<file path="config.mk">
export PLATFORM = sky130hd
export DESIGN_NAME = memc_dma_ctl_regs
export DESIGN_NICKNAME = d
export VERILOG_FILES = /design/src/rtl/memc_dma_pkg.sv /design/src/rtl/memc_dma_sel_decode.sv /design/src/rtl/memc_dma_ptr_bank.sv /design/src/rtl/memc_dma_ctl_field.sv /design/src/rtl/memc_dma_ctl_regs.sv
export SDC_FILE = /design/constraint.sdc
export NUM_CORES = 1
export LEC_CHECK = 0
export BUFFER_PORTS_ARGS = -buffer_cell sky130_fd_sc_hd__buf_2
export CAP_MARGIN = 30
export CORE_MARGIN = 4
export CORE_UTILIZATION = 47
export CTS_CLUSTER_DIAMETER = 150
export CTS_CLUSTER_SIZE = 14
export DETAILED_ROUTE_END_ITERATION = 10
export PLACE_DENSITY = 0.84
export SETUP_SLACK_MARGIN = 0.05
export SYNTH_ARGS = -nofsm -noshare
export SYNTH_HDL_FRONTEND = slang
export SYNTH_SLANG_ARGS = --single-unit
export TNS_END_PERCENT = 5
</file>
<file path="constraint.sdc">
create_clock -name clk -period 2 [get_ports clk]
set_input_delay 0.4 -clock clk [delete_from_list [all_inputs] [get_ports clk]]
set_output_delay 0.4 -clock clk [all_outputs]
set_load 0.1 [all_outputs]
</file>
<file path="src/rtl/memc_dma_pkg.sv">
// Shared types and field positions for the address-written DMA/control
// register file. Assumes the control fields sit in write-address bits 12..2.
package memc_dma_pkg;

    typedef enum logic [1:0] {
        REFRESH_NONE    = 2'b00,
        REFRESH_FLYBACK = 2'b01,
        REFRESH_CONT    = 2'b11
    } refresh_e;

    typedef enum logic [1:0] {
        ROM_450NS     = 2'b00,
        ROM_325NS     = 2'b01,
        ROM_200NS     = 2'b10,
        ROM_200NS_NIB = 2'b11
    } rom_time_e;

    typedef enum logic [1:0] {
        PAGE_4K  = 2'b00,
        PAGE_8K  = 2'b01,
        PAGE_16K = 2'b10,
        PAGE_32K = 2'b11
    } page_e;

    typedef struct packed {
        logic      os_mode;
        logic      snd_dma_en;
        logic      vid_dma_en;
        refresh_e  refresh;
        rom_time_e rom_hi;
        rom_time_e rom_lo;
        page_e     page;
    } ctl_t;

    // Address bit positions of the control fields (decoded by neighbours).
    localparam int CTL_MSB      = 12;
    localparam int CTL_LSB      = 2;
    localparam int CTL_OS_BIT   = 12;
    localparam int CTL_SDMA_BIT = 11;
    localparam int CTL_VDMA_BIT = 10;
    localparam int CTL_RF_LSB   = 8;
    localparam int CTL_HI_LSB   = 6;
    localparam int CTL_LO_LSB   = 4;
    localparam int CTL_PG_LSB   = 2;

    // Select codes: 0..NUM_PTR-1 are pointers, then swap, then control.
    localparam int NUM_PTR  = 6;
    localparam int SEL_SWAP = 6;
    localparam int SEL_CTL  = 7;

    localparam ctl_t CTL_RESET = '{
        os_mode:    1'b0,
        snd_dma_en: 1'b0,
        vid_dma_en: 1'b0,
        refresh:    REFRESH_NONE,
        rom_hi:     ROM_450NS,
        rom_lo:     ROM_450NS,
        page:       PAGE_4K
    };

    // Maps the raw two-bit refresh code; the unused code 10 folds to none.
    function automatic refresh_e refresh_from_raw(input logic [1:0] raw);
        case (raw)
            2'b01:   return REFRESH_FLYBACK;
            2'b11:   return REFRESH_CONT;
            default: return REFRESH_NONE;
        endcase
    endfunction

endpackage

</file>
<file path="src/rtl/memc_dma_sel_decode.sv">
// Turns the select field of a qualified write into one strobe per target.
// Assumes wr_en is already qualified by the zone decoder.
module memc_dma_sel_decode #(
    parameter int SEL_W = 3
) (
    input  logic                    wr_en,
    input  logic [SEL_W-1:0]        sel,
    output logic [(1<<SEL_W)-1:0]   strobe
);

    localparam int NSEL = 1 << SEL_W;

    // One comparator per select code.
    for (genvar g = 0; g < NSEL; g++) begin : g_strobe
        assign strobe[g] = wr_en && (sel == SEL_W'(g));
    end

endmodule

</file>
<file path="src/rtl/memc_dma_ptr_bank.sv">
// Bank of pointer registers, each loaded from the shared address field when
// its strobe is high. Assumes at most one load strobe per cycle.
module memc_dma_ptr_bank #(
    parameter int NUM    = 6,
    parameter int FIELD_W = 15
) (
    input  logic                          clk,
    input  logic                          rst_n,
    input  logic [NUM-1:0]                load,
    input  logic [FIELD_W-1:0]            field,
    output logic [NUM-1:0][FIELD_W-1:0]   ptr_q
);

    for (genvar i = 0; i < NUM; i++) begin : g_ptr
        // Holds pointer i; clears on reset, loads on its own strobe.
        always_ff @(posedge clk) begin
            if (!rst_n)       ptr_q[i] <= '0;
            else if (load[i]) ptr_q[i] <= field;
        end
    end

endmodule

</file>
<file path="src/rtl/memc_dma_ctl_field.sv">
// Control register: decodes the address-borne control bits into typed
// fields and raises a one-cycle map-dirty strobe on each load.
// Assumes raw carries address bits CTL_MSB..CTL_LSB.
module memc_dma_ctl_field
    import memc_dma_pkg::*;
(
    input  logic                    clk,
    input  logic                    rst_n,
    input  logic                    load,
    input  logic [CTL_MSB:CTL_LSB]  raw,
    output ctl_t                    ctl_q,
    output logic                    dirty_q
);

    ctl_t ctl_d;

    // Decodes the raw address bits into the next control value.
    always_comb begin
        ctl_d.os_mode    = raw[CTL_OS_BIT];
        ctl_d.snd_dma_en = raw[CTL_SDMA_BIT];
        ctl_d.vid_dma_en = raw[CTL_VDMA_BIT];
        ctl_d.refresh    = refresh_from_raw(raw[CTL_RF_LSB +: 2]);
        ctl_d.rom_hi     = rom_time_e'(raw[CTL_HI_LSB +: 2]);
        ctl_d.rom_lo     = rom_time_e'(raw[CTL_LO_LSB +: 2]);
        ctl_d.page       = page_e'(raw[CTL_PG_LSB +: 2]);
    end

    // Holds the control fields; reset forces the defined defaults.
    always_ff @(posedge clk) begin
        if (!rst_n)    ctl_q <= CTL_RESET;
        else if (load) ctl_q <= ctl_d;
    end

    // Emits the map-dirty strobe for one cycle per control write.
    always_ff @(posedge clk) begin
        if (!rst_n) dirty_q <= 1'b0;
        else        dirty_q <= load;
    end

endmodule

</file>
<file path="src/rtl/memc_dma_ctl_regs.sv">
// Top of the address-written register file. The value written comes from
// wr_addr; bits [SEL_LSB+:SEL_W] pick the target. Assumes wr_addr spans
// bits ADDR_MSB..ADDR_LSB with ADDR_LSB equal to the lowest control bit.
module memc_dma_ctl_regs
    import memc_dma_pkg::*;
#(
    parameter int ADDR_MSB  = 20,
    parameter int ADDR_LSB  = 2,
    parameter int SEL_LSB   = 17,
    parameter int SEL_W     = 3,
    parameter int FIELD_MSB = 20,
    parameter int FIELD_LSB = 6,
    parameter int PTR_SHIFT = 2
) (
    input  logic                        clk,
    input  logic                        rst_n,
    input  logic                        wr_en,
    input  logic [ADDR_MSB:ADDR_LSB]    wr_addr,
    output logic [FIELD_MSB+PTR_SHIFT:0] vid_frame_ptr,
    output logic [FIELD_MSB+PTR_SHIFT:0] vid_buf_start,
    output logic [FIELD_MSB+PTR_SHIFT:0] vid_buf_end,
    output logic [FIELD_MSB+PTR_SHIFT:0] vid_cursor_ptr,
    output logic [FIELD_MSB+PTR_SHIFT:0] snd_next_start,
    output logic [FIELD_MSB+PTR_SHIFT:0] snd_next_end,
    output logic                        snd_swap,
    output logic                        os_mode,
    output logic                        snd_dma_en,
    output logic                        vid_dma_en,
    output logic [1:0]                  refresh_mode,
    output logic [1:0]                  rom_hi_time,
    output logic [1:0]                  rom_lo_time,
    output logic [1:0]                  page_size,
    output logic                        map_dirty
);

    localparam int FIELD_W = FIELD_MSB - FIELD_LSB + 1;
    localparam int LOW_Z   = FIELD_LSB + PTR_SHIFT;
    localparam int NSEL    = 1 << SEL_W;

    logic [NSEL-1:0]                 strobe;
    logic [NUM_PTR-1:0][FIELD_W-1:0] ptr_q;
    ctl_t                            ctl_q;
    logic                            swap_q;
    logic                            dirty_q;

    memc_dma_sel_decode #(
        .SEL_W (SEL_W)
    ) u_decode (
        .wr_en  (wr_en),
        .sel    (wr_addr[SEL_LSB +: SEL_W]),
        .strobe (strobe)
    );

    memc_dma_ptr_bank #(
        .NUM     (NUM_PTR),
        .FIELD_W (FIELD_W)
    ) u_ptrs (
        .clk   (clk),
        .rst_n (rst_n),
        .load  (strobe[NUM_PTR-1:0]),
        .field (wr_addr[FIELD_MSB:FIELD_LSB]),
        .ptr_q (ptr_q)
    );

    memc_dma_ctl_field u_ctl (
        .clk     (clk),
        .rst_n   (rst_n),
        .load    (strobe[SEL_CTL]),
        .raw     (wr_addr[CTL_MSB:CTL_LSB]),
        .ctl_q   (ctl_q),
        .dirty_q (dirty_q)
    );

    // Emits the sound buffer swap strobe for one cycle per swap write.
    always_ff @(posedge clk) begin
        if (!rst_n) swap_q <= 1'b0;
        else        swap_q <= strobe[SEL_SWAP];
    end

    // Pointers leave the bank as stored fields with the zeroed low bits.
    assign vid_frame_ptr  = {ptr_q[0], {LOW_Z{1'b0}}};
    assign vid_buf_start  = {ptr_q[1], {LOW_Z{1'b0}}};
    assign vid_buf_end    = {ptr_q[2], {LOW_Z{1'b0}}};
    assign vid_cursor_ptr = {ptr_q[3], {LOW_Z{1'b0}}};
    assign snd_next_start = {ptr_q[4], {LOW_Z{1'b0}}};
    assign snd_next_end   = {ptr_q[5], {LOW_Z{1'b0}}};

    assign snd_swap     = swap_q;
    assign map_dirty    = dirty_q;
    assign os_mode      = ctl_q.os_mode;
    assign snd_dma_en   = ctl_q.snd_dma_en;
    assign vid_dma_en   = ctl_q.vid_dma_en;
    assign refresh_mode = ctl_q.refresh;
    assign rom_hi_time  = ctl_q.rom_hi;
    assign rom_lo_time  = ctl_q.rom_lo;
    assign page_size    = ctl_q.page;

endmodule

</file>
==> results.ini <==
[grt]
grt_max_degree = 48
grt_pass1_vias = 2941
antenna_found_initial = 0
gr-total-overflow = 0
grt.total_usage_pct = 18.9
grt_first_pass_wirelength_um = 14900

[min_path]
min-delay-path-class = in2reg
worst_hold_path.num_cells = 3

[critical_path]
arrival_ns = 1.18
endpoint = vid_buf_end[20]
critPathLaunchType = register
cp-startpoint = u_ptrs.ptr_q[42]
crit_required_ns = 1.60
endpoint_kind = output port
crit_family = buffers and inverters
r2r_slack_ns = 1.36
cp_slowest_stage_delay_ns = 0.45
r2r_start = u_ptrs.ptr_q[53]
worstPathCellList = buf_2
critPathBufInv = 1
path_depth = 1
r2r_end = u_ptrs.ptr_q[53]
critical_path_class = reg2out
slowest_stage = buf_2
crit_fanout = 2
rr_worst_depth = 2

[sta]
setup_viol = 0
fin_setup_tns_ns = 0
skew_ns = 0
period_needed_ns = 1.58
slew_violations = 0
holdWs_ns = 0.275
fmax_mhz = 631
finalCritPeriodShare_pct = 79.2
final-hold-violation-count = 0
rsz0062_at_grt = no

[outcome]
status = complete, no violations

[routing]
postRouteWirelength_um = 9440
firstDrtPassIters = 4
wl_per_cell_um = 15.1
vias_per_cell = 4.76
initialDrtViolationCount = 51
drcViolationCount = 0
via_count = 2983
ant_nets = 0

[clock_network]
root_buffer = clkbuf_8
clockBufferDepth = 2
cts_sinks = 103
cts_tree = built
clk_latency_ns = 0.35
clk_pin_slew_ns = 0.10
htreeDepth = 3
cts_resized = 0
post_cts_buffers = 0
cts_hold_buf = 0
numCtsBuffers = 9

[floorplan]
pin_count = 173
die_area_sq_um = 10000
initial_utilization_pct = 48.4
core-area_sq_um = 8260
chipHeight_um = 100
die_x_um = 100
rows = 33

[pwr]
p_clk_share_pct = 29.0
p_seq_share_pct = 49.2
combPwrFrac_pct = 21.8
p_sw_share_pct = 37.7
switchingPower_uw = 1620
p_int_uw = 2680
power.leakage_uw = 0.00271
p_per_area_nw_per_um2 = 907
ir_drop_uv = 485

[cells_and_area]
nNetsFinal = 539
drive_above_1_share_pct = 29.3
diodes = 0
final_common_cell = buf_2
area_growth_pct = 18.5
mostFrequentLayoutCells = buf_2 (123), dfxtp_1 (103), nand2_1 (100)
fillCellCount = 715

[logic_synthesis]
syn_area_per_cell_sq_um = 10.1
syn-instance-count = 396
synth_top_area_share_pct = 51.6
synthTopCellsByArea = dfxtp_1 (52%), mux2i_1 (21%), nand2_1 (9.4%), buf_4 (9.2%), and3_1 (1.4%)
syn_area_sq_um = 4000
yosysWarnings = 0
synth-seq-cells = 103
yosysUniqueCellTypes = 22
synth.largest_area_cell = dfxtp_1
seq_area_frac_synth_pct = 51.6

[placed_design]
gp_congestion = 0.774
io_buffers = 124
hpwl_um = 6900

[job]
max_cap_viol_count = 0

how the worst min path moves through the flow:
stage	slack, ns	to	start
after floorplan	0.54	u_ctl.ctl_q[0]	wr_addr[2]
after global routing	0.28	u_ctl.ctl_q[2]	wr_addr[4]
after CTS	0.26	u_ctl.ctl_q[2]	wr_addr[4]
final	0.28	u_ctl.ctl_q[2]	wr_addr[4]
after detailed placement	0.45	u_ptrs.ptr_q[88]	u_ptrs.ptr_q[88]
after global placement	0.44	u_ctl.ctl_q[3]	u_ctl.ctl_q[3]
stage by stage:
stage,utilization (%),power [uW],cell area [sq um],cells,setup slack [ns]
final,57.4,4300,4740,627,0.416
after global routing,57.4,4450,4740,627,0.358
after CTS,57.4,4330,4740,627,0.375
after detailed placement,55.1,3100,4550,611,0.361
after global placement,55.1,3090,4550,611,0.379
after floorplan,-,3060,4180,443,0.502
layer usage:
| layer | track usage, % | vias up | routed length (um) |
|---|---|---|---|
| met5 | 0 | - | 0 |
| met4 | 5.28 | 0 | 89 |
| met3 | 6.60 | 7 | 879 |
| met2 | 31.0 | 129 | 4510 |
| met1 | 23.5 | 1419 | 3950 |
| li1 | - | 1428 | - |
logic make-up (layout without fill, tap and decap cells):
kind of cell	after synthesis	count (layout)	synth area share, %
other	1	48	0.0938
muxes	83	83	20.8
buffers and inverters	80	159	12.8
DFF	103	103	51.6
and+or+nand+nor	122	122	13.4
AOI/OAI and AO/OA	7	7	1.31
flip-flops by register name (all words and copies together) (netlist names):
signal,flops
u_ptrs.ptr_q,90
u_ctl.ctl_q,11
snd_swap,1
u_ctl.dirty_q,1
power by group through the flow:
stage                     registers (uW)  logic (uW)  clock network (uW)
after detailed placement            2160         938                   0
after global routing                2120         971                1360
after floorplan                     2460         594                   0
after global placement              2160         931                   0
final                               2110         939                1250
after CTS                           2110         938                1270
synthesized netlist by cell type:
cell type / count
nand4bb_1: 2
inv_1: 6
conb_1: 1
nor3b_1: 1
nor2_1: 1
buf_1: 1
dfxtp_1: 103
and3_1: 9
o21a_1: 1
mux2i_1: 83
nand4_1: 1
buf_6: 2
or4b_1: 1
nand4b_1: 2
nand2_1: 100
nand3_1: 2
clkbuf_1: 11
and3b_1: 2
nor4bb_1: 1
a21boi_0: 6
buf_2: 11
buf_4: 49
cell type report:
class                   count  area, sq um  share of cell area, %
multi-input cells         260         1620                   34.1
well taps                 105          131                   2.77
clock inverters             6         60.1                   1.27
repair buffers            137          721                   15.2
inverters                   6         22.5                  0.475
flip-flops and latches    103         2060                   43.5
clock buffers              10          128                   2.69
Power figures use the tool's default switching activity.
